## config.mk

```make
export PLATFORM = sky130hd
export DESIGN_NAME = irq_agg_top
export DESIGN_NICKNAME = d
export VERILOG_FILES = /design/src/rtl/irq_agg_pkg.sv /design/src/rtl/irq_sync.sv /design/src/rtl/irq_group.sv /design/src/rtl/irq_agg_top.sv
export SDC_FILE = /design/constraint.sdc
export NUM_CORES = 1
export LEC_CHECK = 0
export BUFFER_PORTS_ARGS = -buffer_cell sky130_fd_sc_hd__clkbuf_2
export CORE_UTILIZATION = 50
export DETAILED_ROUTE_END_ITERATION = 10
export GPL_ROUTABILITY_DRIVEN = 0
export PLACE_DENSITY_LB_ADDON = 0.08
export SLEW_MARGIN = 10
export SYNTH_ARGS = -nofsm -noshare
export SYNTH_HDL_FRONTEND = slang
export SYNTH_SLANG_ARGS = --single-unit
```

## constraint.sdc

```tcl
create_clock -name clk -period 6.1 [get_ports clk]
set_input_delay 1.22 -clock clk [delete_from_list [all_inputs] [get_ports clk]]
set_output_delay 1.22 -clock clk [all_outputs]
set_load 0.01 [all_outputs]
```

## src/rtl/irq_agg_pkg.sv

```systemverilog
package irq_agg_pkg;
  localparam int GRP_CNT = 4;
  localparam int SRC_CNT = 16;

  typedef enum logic [1:0] {
    FLD_MASK = 2'd0,
    FLD_TRIG = 2'd1,
    FLD_POL  = 2'd2,
    FLD_REQ  = 2'd3
  } fld_e;
endpackage

```

## src/rtl/irq_sync.sv

```systemverilog
module irq_sync #(
  parameter int W = 16
) (
  input  logic         clk,
  input  logic         rst,
  input  logic [W-1:0] d,
  output logic [W-1:0] q
);
  logic [W-1:0] meta_q;
  logic [W-1:0] sync_q;

  always_ff @(posedge clk) begin
    if (rst) begin
      meta_q <= '0;
      sync_q <= '0;
    end else begin
      meta_q <= d;
      sync_q <= meta_q;
    end
  end

  assign q = sync_q;
endmodule

```

## src/rtl/irq_group.sv

```systemverilog
module irq_group #(
  parameter int W = 16
) (
  input  logic         clk,
  input  logic         rst,
  input  logic [W-1:0] src_sync,
  input  logic         wr_mask,
  input  logic         wr_trig,
  input  logic         wr_pol,
  input  logic         wr_req,
  input  logic [W-1:0] wdata,
  output logic [W-1:0] mask_o,
  output logic [W-1:0] trig_o,
  output logic [W-1:0] pol_o,
  output logic [W-1:0] req_o
);
  logic [W-1:0] mask_q;
  logic [W-1:0] trig_q;
  logic [W-1:0] pol_q;
  logic [W-1:0] latch_q;
  logic [W-1:0] prev_q;
  logic [W-1:0] active;
  logic [W-1:0] edge_hit;
  logic [W-1:0] keep;
  logic [W-1:0] latch_d;

  // active sense after polarity: pol=1 high-true, pol=0 low-true
  assign active   = src_sync ~^ pol_q;
  assign edge_hit = active & ~prev_q;
  assign keep     = wr_req ? wdata : '1;
  assign latch_d  = trig_q & ((latch_q & keep) | edge_hit);

  always_ff @(posedge clk) begin
    if (rst) begin
      mask_q  <= '1;
      trig_q  <= '0;
      pol_q   <= '0;
      latch_q <= '0;
      prev_q  <= '0;
    end else begin
      prev_q  <= active;
      latch_q <= latch_d;
      if (wr_mask) mask_q <= wdata;
      if (wr_trig) trig_q <= wdata;
      if (wr_pol)  pol_q  <= wdata;
    end
  end

  assign mask_o = mask_q;
  assign trig_o = trig_q;
  assign pol_o  = pol_q;
  assign req_o  = (trig_q & latch_q) | (~trig_q & active);
endmodule

```

## src/rtl/irq_agg_top.sv

```systemverilog
module irq_agg_top
  import irq_agg_pkg::*;
#(
  parameter int NGRP   = GRP_CNT,
  parameter int SRC_W  = SRC_CNT,
  parameter int ADDR_W = $clog2(NGRP * 4 + 1)
) (
  input  logic                    clk,
  input  logic                    rst,
  input  logic [NGRP*SRC_W-1:0]   src_i,
  input  logic                    wr_en,
  input  logic                    rd_en,
  input  logic [ADDR_W-1:0]       addr,
  input  logic [SRC_W-1:0]        wdata,
  output logic [SRC_W-1:0]        rdata,
  output logic [NGRP-1:0]         summary_o,
  output logic                    irq_o
);
  localparam int SUM_ADDR = NGRP * 4;
  localparam int GSEL_W   = ADDR_W - 2;

  logic [NGRP*SRC_W-1:0] src_sync;
  logic [NGRP*SRC_W-1:0] all_mask;
  logic [NGRP*SRC_W-1:0] all_trig;
  logic [NGRP*SRC_W-1:0] all_pol;
  logic [NGRP*SRC_W-1:0] all_req;
  logic [NGRP-1:0]       sum_d;
  logic [NGRP-1:0]       sum_q;
  logic                  irq_q;
  logic [SRC_W-1:0]      rd_val;
  logic [SRC_W-1:0]      rdata_q;
  logic [GSEL_W-1:0]     gsel;
  fld_e                  fsel;

  assign gsel = addr[ADDR_W-1:2];
  assign fsel = fld_e'(addr[1:0]);

  irq_sync #(.W(NGRP*SRC_W)) u_sync (
    .clk (clk),
    .rst (rst),
    .d   (src_i),
    .q   (src_sync)
  );

  for (genvar g = 0; g < NGRP; g++) begin : g_grp
    logic hit;
    assign hit = wr_en && (gsel == GSEL_W'(g));

    irq_group #(.W(SRC_W)) u_grp (
      .clk      (clk),
      .rst      (rst),
      .src_sync (src_sync[g*SRC_W +: SRC_W]),
      .wr_mask  (hit && (fsel == FLD_MASK)),
      .wr_trig  (hit && (fsel == FLD_TRIG)),
      .wr_pol   (hit && (fsel == FLD_POL)),
      .wr_req   (hit && (fsel == FLD_REQ)),
      .wdata    (wdata),
      .mask_o   (all_mask[g*SRC_W +: SRC_W]),
      .trig_o   (all_trig[g*SRC_W +: SRC_W]),
      .pol_o    (all_pol[g*SRC_W +: SRC_W]),
      .req_o    (all_req[g*SRC_W +: SRC_W])
    );

    assign sum_d[g] = |(all_req[g*SRC_W +: SRC_W] & ~all_mask[g*SRC_W +: SRC_W]);
  end

  always_ff @(posedge clk) begin
    if (rst) begin
      sum_q <= '0;
      irq_q <= 1'b0;
    end else begin
      sum_q <= sum_d;
      irq_q <= |sum_d;
    end
  end

  always_comb begin
    rd_val = '0;
    if (addr == ADDR_W'(SUM_ADDR)) begin
      rd_val[NGRP-1:0] = sum_q;
    end else begin
      for (int g = 0; g < NGRP; g++) begin
        if (gsel == GSEL_W'(g)) begin
          case (fsel)
            FLD_MASK: rd_val = all_mask[g*SRC_W +: SRC_W];
            FLD_TRIG: rd_val = all_trig[g*SRC_W +: SRC_W];
            FLD_POL:  rd_val = all_pol[g*SRC_W +: SRC_W];
            default:  rd_val = all_req[g*SRC_W +: SRC_W];
          endcase
        end
      end
    end
  end

  always_ff @(posedge clk) begin
    if (rst)        rdata_q <= '0;
    else if (rd_en) rdata_q <= rd_val;
  end

  assign rdata     = rdata_q;
  assign summary_o = sum_q;
  assign irq_o     = irq_q;
endmodule

```

### After elaboration in Yosys (flattened, before gate mapping)

Cells that the tools add are included.

* output and inout port bits: 21
* bits in registers: 469
* word-level logic and storage cells: 121

* equal/unequal tests: 7
* bitwise logic cells: 48
* reductions and logical operators: 27
* muxes and demuxes: 14

Operator list (number)
* 16-bit AND: 24
* 16-bit inverter: 12
* 16-bit one-hot mux with 3 select lines: 4
* 16-bit two-way mux: 8
* 16-bit OR: 8
* 16-bit OR reduction: 4
* 64-bit OR reduction: 1
* 16-bit bitwise XNOR: 4
* 1-bit logical AND: 20
* 12-bit two-way mux: 1
* 3-bit by 2-bit equality test with 1-bit output (second input constant): 2
* 5-bit equality test (second input constant): 1
* 2-bit equality test (second input constant): 2
* 4-bit two-way mux: 1
* 3-bit by 1-bit equality test with 1-bit output (second input constant): 1
* 3-bit zero test: 1
* 2-bit by 1-bit equality test with 1-bit output (second input constant): 1
* 2-bit zero test: 1

### Depth between registers and ports, before layout

* word-level depth: 9
* gate-level depth with buffers: 10
* mapped depth without buffers: 6

### Cells and area by module

Synthesis repeated with hierarchy kept, for this count alone.

* cells, all modules: 1867
* area, all modules: 19630.1 µm²

By module, submodules not included
* irq_group: times used 4, area each 3180.6 µm², cells an instance 305
* irq_sync: times used 1, area each 3464.6 µm², cells an instance 270
* irq_agg_top: times used 1, area each 3443.3 µm², cells an instance 377

### Worst setup path before layout

OpenSTA, ideal clock, no wires.

* path type: input-to-reg
* from: input addr[0]
* to: register rdata_q[0] (netlist: rdata[0])
* data required time: 5.974 ns
* setup slack: 3.172 ns
* data arrival time: 2.802 ns
* stages on the path: 8
* cells stage by stage: clkbuf_1 -> buf_2 -> buf_2 -> clkbuf_1 -> mux2i_1 -> nor2_1 -> a2111oi_0 -> o2bb2ai_1

* word-level cells in the longest chain between the ends: 7

Ends and longest elaborated chain
* from (decl): RTL line irq_agg_top.sv:13 `input logic [ADDR_W-1:0] addr,`
* 2-bit equality test (tied with other cells): RTL line irq_agg_top.sv:84 `case (fsel)`
* 16-bit one-hot mux with 3 select lines: RTL line irq_agg_top.sv:84
* 16-bit two-way mux (4 in a row): RTL line irq_agg_top.sv:83 `if (gsel == GSEL_W'(g)) begin`
* 4-bit two-way mux (*): RTL line irq_agg_top.sv:79 `if (addr == ADDR_W'(SUM_ADDR)) begin`
* to (signal assigned): RTL line irq_agg_top.sv:97 `else if (rd_en) rdata_q <= rd_val;`
* to (decl): RTL line irq_agg_top.sv:31 `logic [SRC_W-1:0] rdata_q;`

Every way passes the cells marked *; elsewhere a longest branch is shown, timed or not.
A chain may end at the register's enable or synchronous reset.

### Worst setup path after layout

* from: input addr[0]
* to: register rdata_q[10] (netlist: rdata[10])

* word-level cells in the longest chain between the ends: 7

Ends and longest elaborated chain (RTL line)
* 2-bit equality test (tied with other cells): irq_agg_top.sv:84
* 16-bit one-hot mux with 3 select lines: irq_agg_top.sv:84
* 16-bit two-way mux (4 in a row): irq_agg_top.sv:83
* 12-bit two-way mux (*): irq_agg_top.sv:79

Marks and branches as above.

==> results_dict.tcl <==
set metrics [dict create \
    totalWireLength_um 58960 \
    tns_ns 0 \
    fin_crit_sh_pct 61.46 \
    fin_cells 2847 \
    finalWorstSetupSlack_ns 2.351 \
    fmax_mhz 266.7 \
    io_buffers 109 \
    synthArstFlopShare_pct 0 \
    initial_utilization_pct 50.95 \
    fp.dieW_um 198.1 \
    row_count 71 \
    track_usage_pct 29.79 \
    grt_pass1_vias 14920 \
    relSlewSlack_pct 12.12 \
    wl_per_cell_um 20.71 \
    htreeDepth 2 \
    viasPerCell 5.798 \
    cp_max_fo 78 \
    synthCells 2260 \
    slew_viol_final 0 \
    synth_area_leaders "dfxtp_1, nand2_1, nor2b_1, a21oi_1, o21ai_0" \
    drv_cap 0 \
    synth_top_area_cell "dfxtp_1" \
    avgSynthCellArea_sq_um 8.511 \
    clock_latency_ns 0.60 \
    total_power_mw 6.807 \
    dr.pass1.iters 5 \
    required_ns 6.57 \
    p_leak_nw 8.657 \
    worstMarginPinSlew_ns 1.306 \
    place_area_sq_um 20090 \
    drt_iter0_markers 1475 \
    numCtsBuffers 49 \
    syn_to_final_growth_pct 13.28 \
    ys_types 57 \
    core-area_sq_um 37760 \
    syn-num-nets 2349 \
    dpl.cell_count 2760 \
    final_nets 2389 \
    ctsResizeCount 0 \
    hold_viol 0 \
    grt_antenna_before_repair 2 \
    synth.most_common_cell "dfxtp_1" \
    cts.sinks 469 \
    ys.flop_type "dfxtp_1" \
    synth_warnings 0 \
    finalWorstPathRequiredPeriod_ns 3.749 \
    status "completed" \
    vias 16510 \
    critPathLaunchType "input pin" \
    grt_max_degree 175 \
    synth_seq_area_share_pct 48.81 \
    die_h_um 198.1 \
    synth_area_sq_um 19240 \
    timing.hold.ws_ns 0.4277 \
    path_class "in -> reg" \
    cts_setup_buffers 0 \
    fp.dieArea_sq_um 39260 \
    io_pins 110 \
    clock_path_buffers 3 \
    cp-end-kind "register" \
    vdd_drop_max_mv 0.2161 \
    r2r_slack_ns 3.23 \
    utilization_pct 57.71 \
    rsz0062_at_grt "false" \
    dp_hpwl_um 37720 \
    clock_skew_ns 0.02794 \
    crit_arrival_ns 4.22 \
    ctsHoldBuffers 0 \
    cts_root_buf "clkbuf_16" \
    drt_drc_violations_left 0 \
    clk_pin_slew_ns 0.06 \
    synth_seq_cells 469 \
    powerDensity_nw_per_um2 312.4 \
    design_area_sq_um 21790 \
    preCtsSetupSlack_ns 1.845 \
    drive_gt1_share_pct 10.06 \
    fill_cells 3475 \
    synth_commonest_cells "dfxtp_1, nand2_1, nor2b_1, a21oi_1, clkbuf_1" \
    overflow 0 \
    synth_edf_count 0 \
    synth_top_area_share_pct 48.81 \
    ant_nets 0 \
    setup_violations 0 \
    hold_class "reg -> reg" \
    cts_tree "built" \
    grt_pass1_wl_um 88840 \
]
[state kept, by name (all words and copies together) (netlist names)]
signal	count
g_grp.u_grp.mask_o	64
u_sync.meta_q	64
summary_o	4
g_grp.u_grp.prev_q	64
rdata	16
g_grp.u_grp.trig_o	64
g_grp.u_grp.latch_q	64
g_grp.u_grp.pol_o	64
irq_o	1
u_sync.q	64
[final cells by class]
class / count / area (sq um) / area share [%]
Multi-Input combinational cell: 1637 / 9265 / 42.52
Clock inverter: 21 / 285.3 / 1.309
Timing Repair Buffer: 134 / 758.2 / 3.480
Tap cell: 511 / 639.4 / 2.934
Inverter: 9 / 33.78 / 0.1550
Clock buffer: 65 / 1416 / 6.500
Antenna cell: 1 / 2.502 / 0.01148
Sequential cell: 469 / 9389 / 43.09
[final timing paths]
kind | from | cells past startpoint | end
worst min register to register | u_sync.meta_q[24] | 1 | u_sync.q[24]
worst max register to register | g_grp[0].u_grp.pol_o[3] | 6 | irq_o
worst min-delay path | u_sync.meta_q[24] | 1 | u_sync.q[24]
worst max-delay path | addr[0] | 7 | rdata[10]
[report_power, final]
| part | switching [mW] | internal, mW |
|---|---|---|
| sequential | 0.0456 | 3.15 |
| clock | 1.24 | 1.92 |
| combinational | 0.297 | 0.159 |
[cell usage in the layout (no fill, tap or decap), types with 5 or more instances in the layout]
cell / synthesis / final
inv_1: 8 / 8
a21oi_1: 174 / 174
nand2_1: 441 / 441
dfxtp_1: 469 / 469
clkbuf_2: 0 / 106
mux2_1: 14 / 14
xor2_1: 63 / 63
a2111oi_0: 6 / 5
clkbuf_8: 0 / 13
mux2_2: 7 / 7
bufinv_16: 0 / 7
clkinv_2: 0 / 12
nor3_1: 58 / 58
nor2b_1: 175 / 175
buf_4: 1 / 25
o21ai_1: 64 / 64
a31oi_1: 9 / 9
nor4_1: 17 / 17
o2111ai_1: 18 / 18
o21a_1: 5 / 5
clkbuf_16: 0 / 49
nand3b_1: 56 / 56
nor3b_1: 7 / 7
a211oi_1: 7 / 7
a211o_1: 37 / 37
o211ai_1: 31 / 31
o22ai_1: 36 / 36
nand2b_1: 16 / 16
nand3_1: 15 / 15
nor2_1: 118 / 114
o221ai_1: 22 / 22
a311oi_1: 6 / 6
o21ai_0: 115 / 115
and3b_1: 65 / 65
mux2i_1: 15 / 15
[worst max-delay path, cell delays in order]
cell and delay (ns):
buf_4 0.18, buf_4 0.74, nor2b_1 0.28, buf_4 0.29, a2111oi_0 0.96, a311oi_1 0.25
a22o_1 0.27
[cell families after synthesis]
group / Yosys count / share of synthesized area [%]
and+or+nand+nor: 985 / 25.63
AOI/OAI and AO/OA: 551 / 17.37
DFF: 469 / 48.81
buffers and inverters: 154 / 3.116
xor gates and xnor gates: 64 / 2.953
muxes: 37 / 2.127
[layer usage]
| metal | global-route usage (%) | up-vias | wire length (um) |
|---|---|---|---|
| met5 | 0 | - | 14 |
| met2 | 46.74 | 638 | 26510 |
| met4 | 11.02 | 2 | 1920 |
| li1 | - | 7907 | - |
| met3 | 4.957 | 115 | 4548 |
| met1 | 41.00 | 7845 | 25960 |
Note: power is estimated with default switching activity, not from simulation.
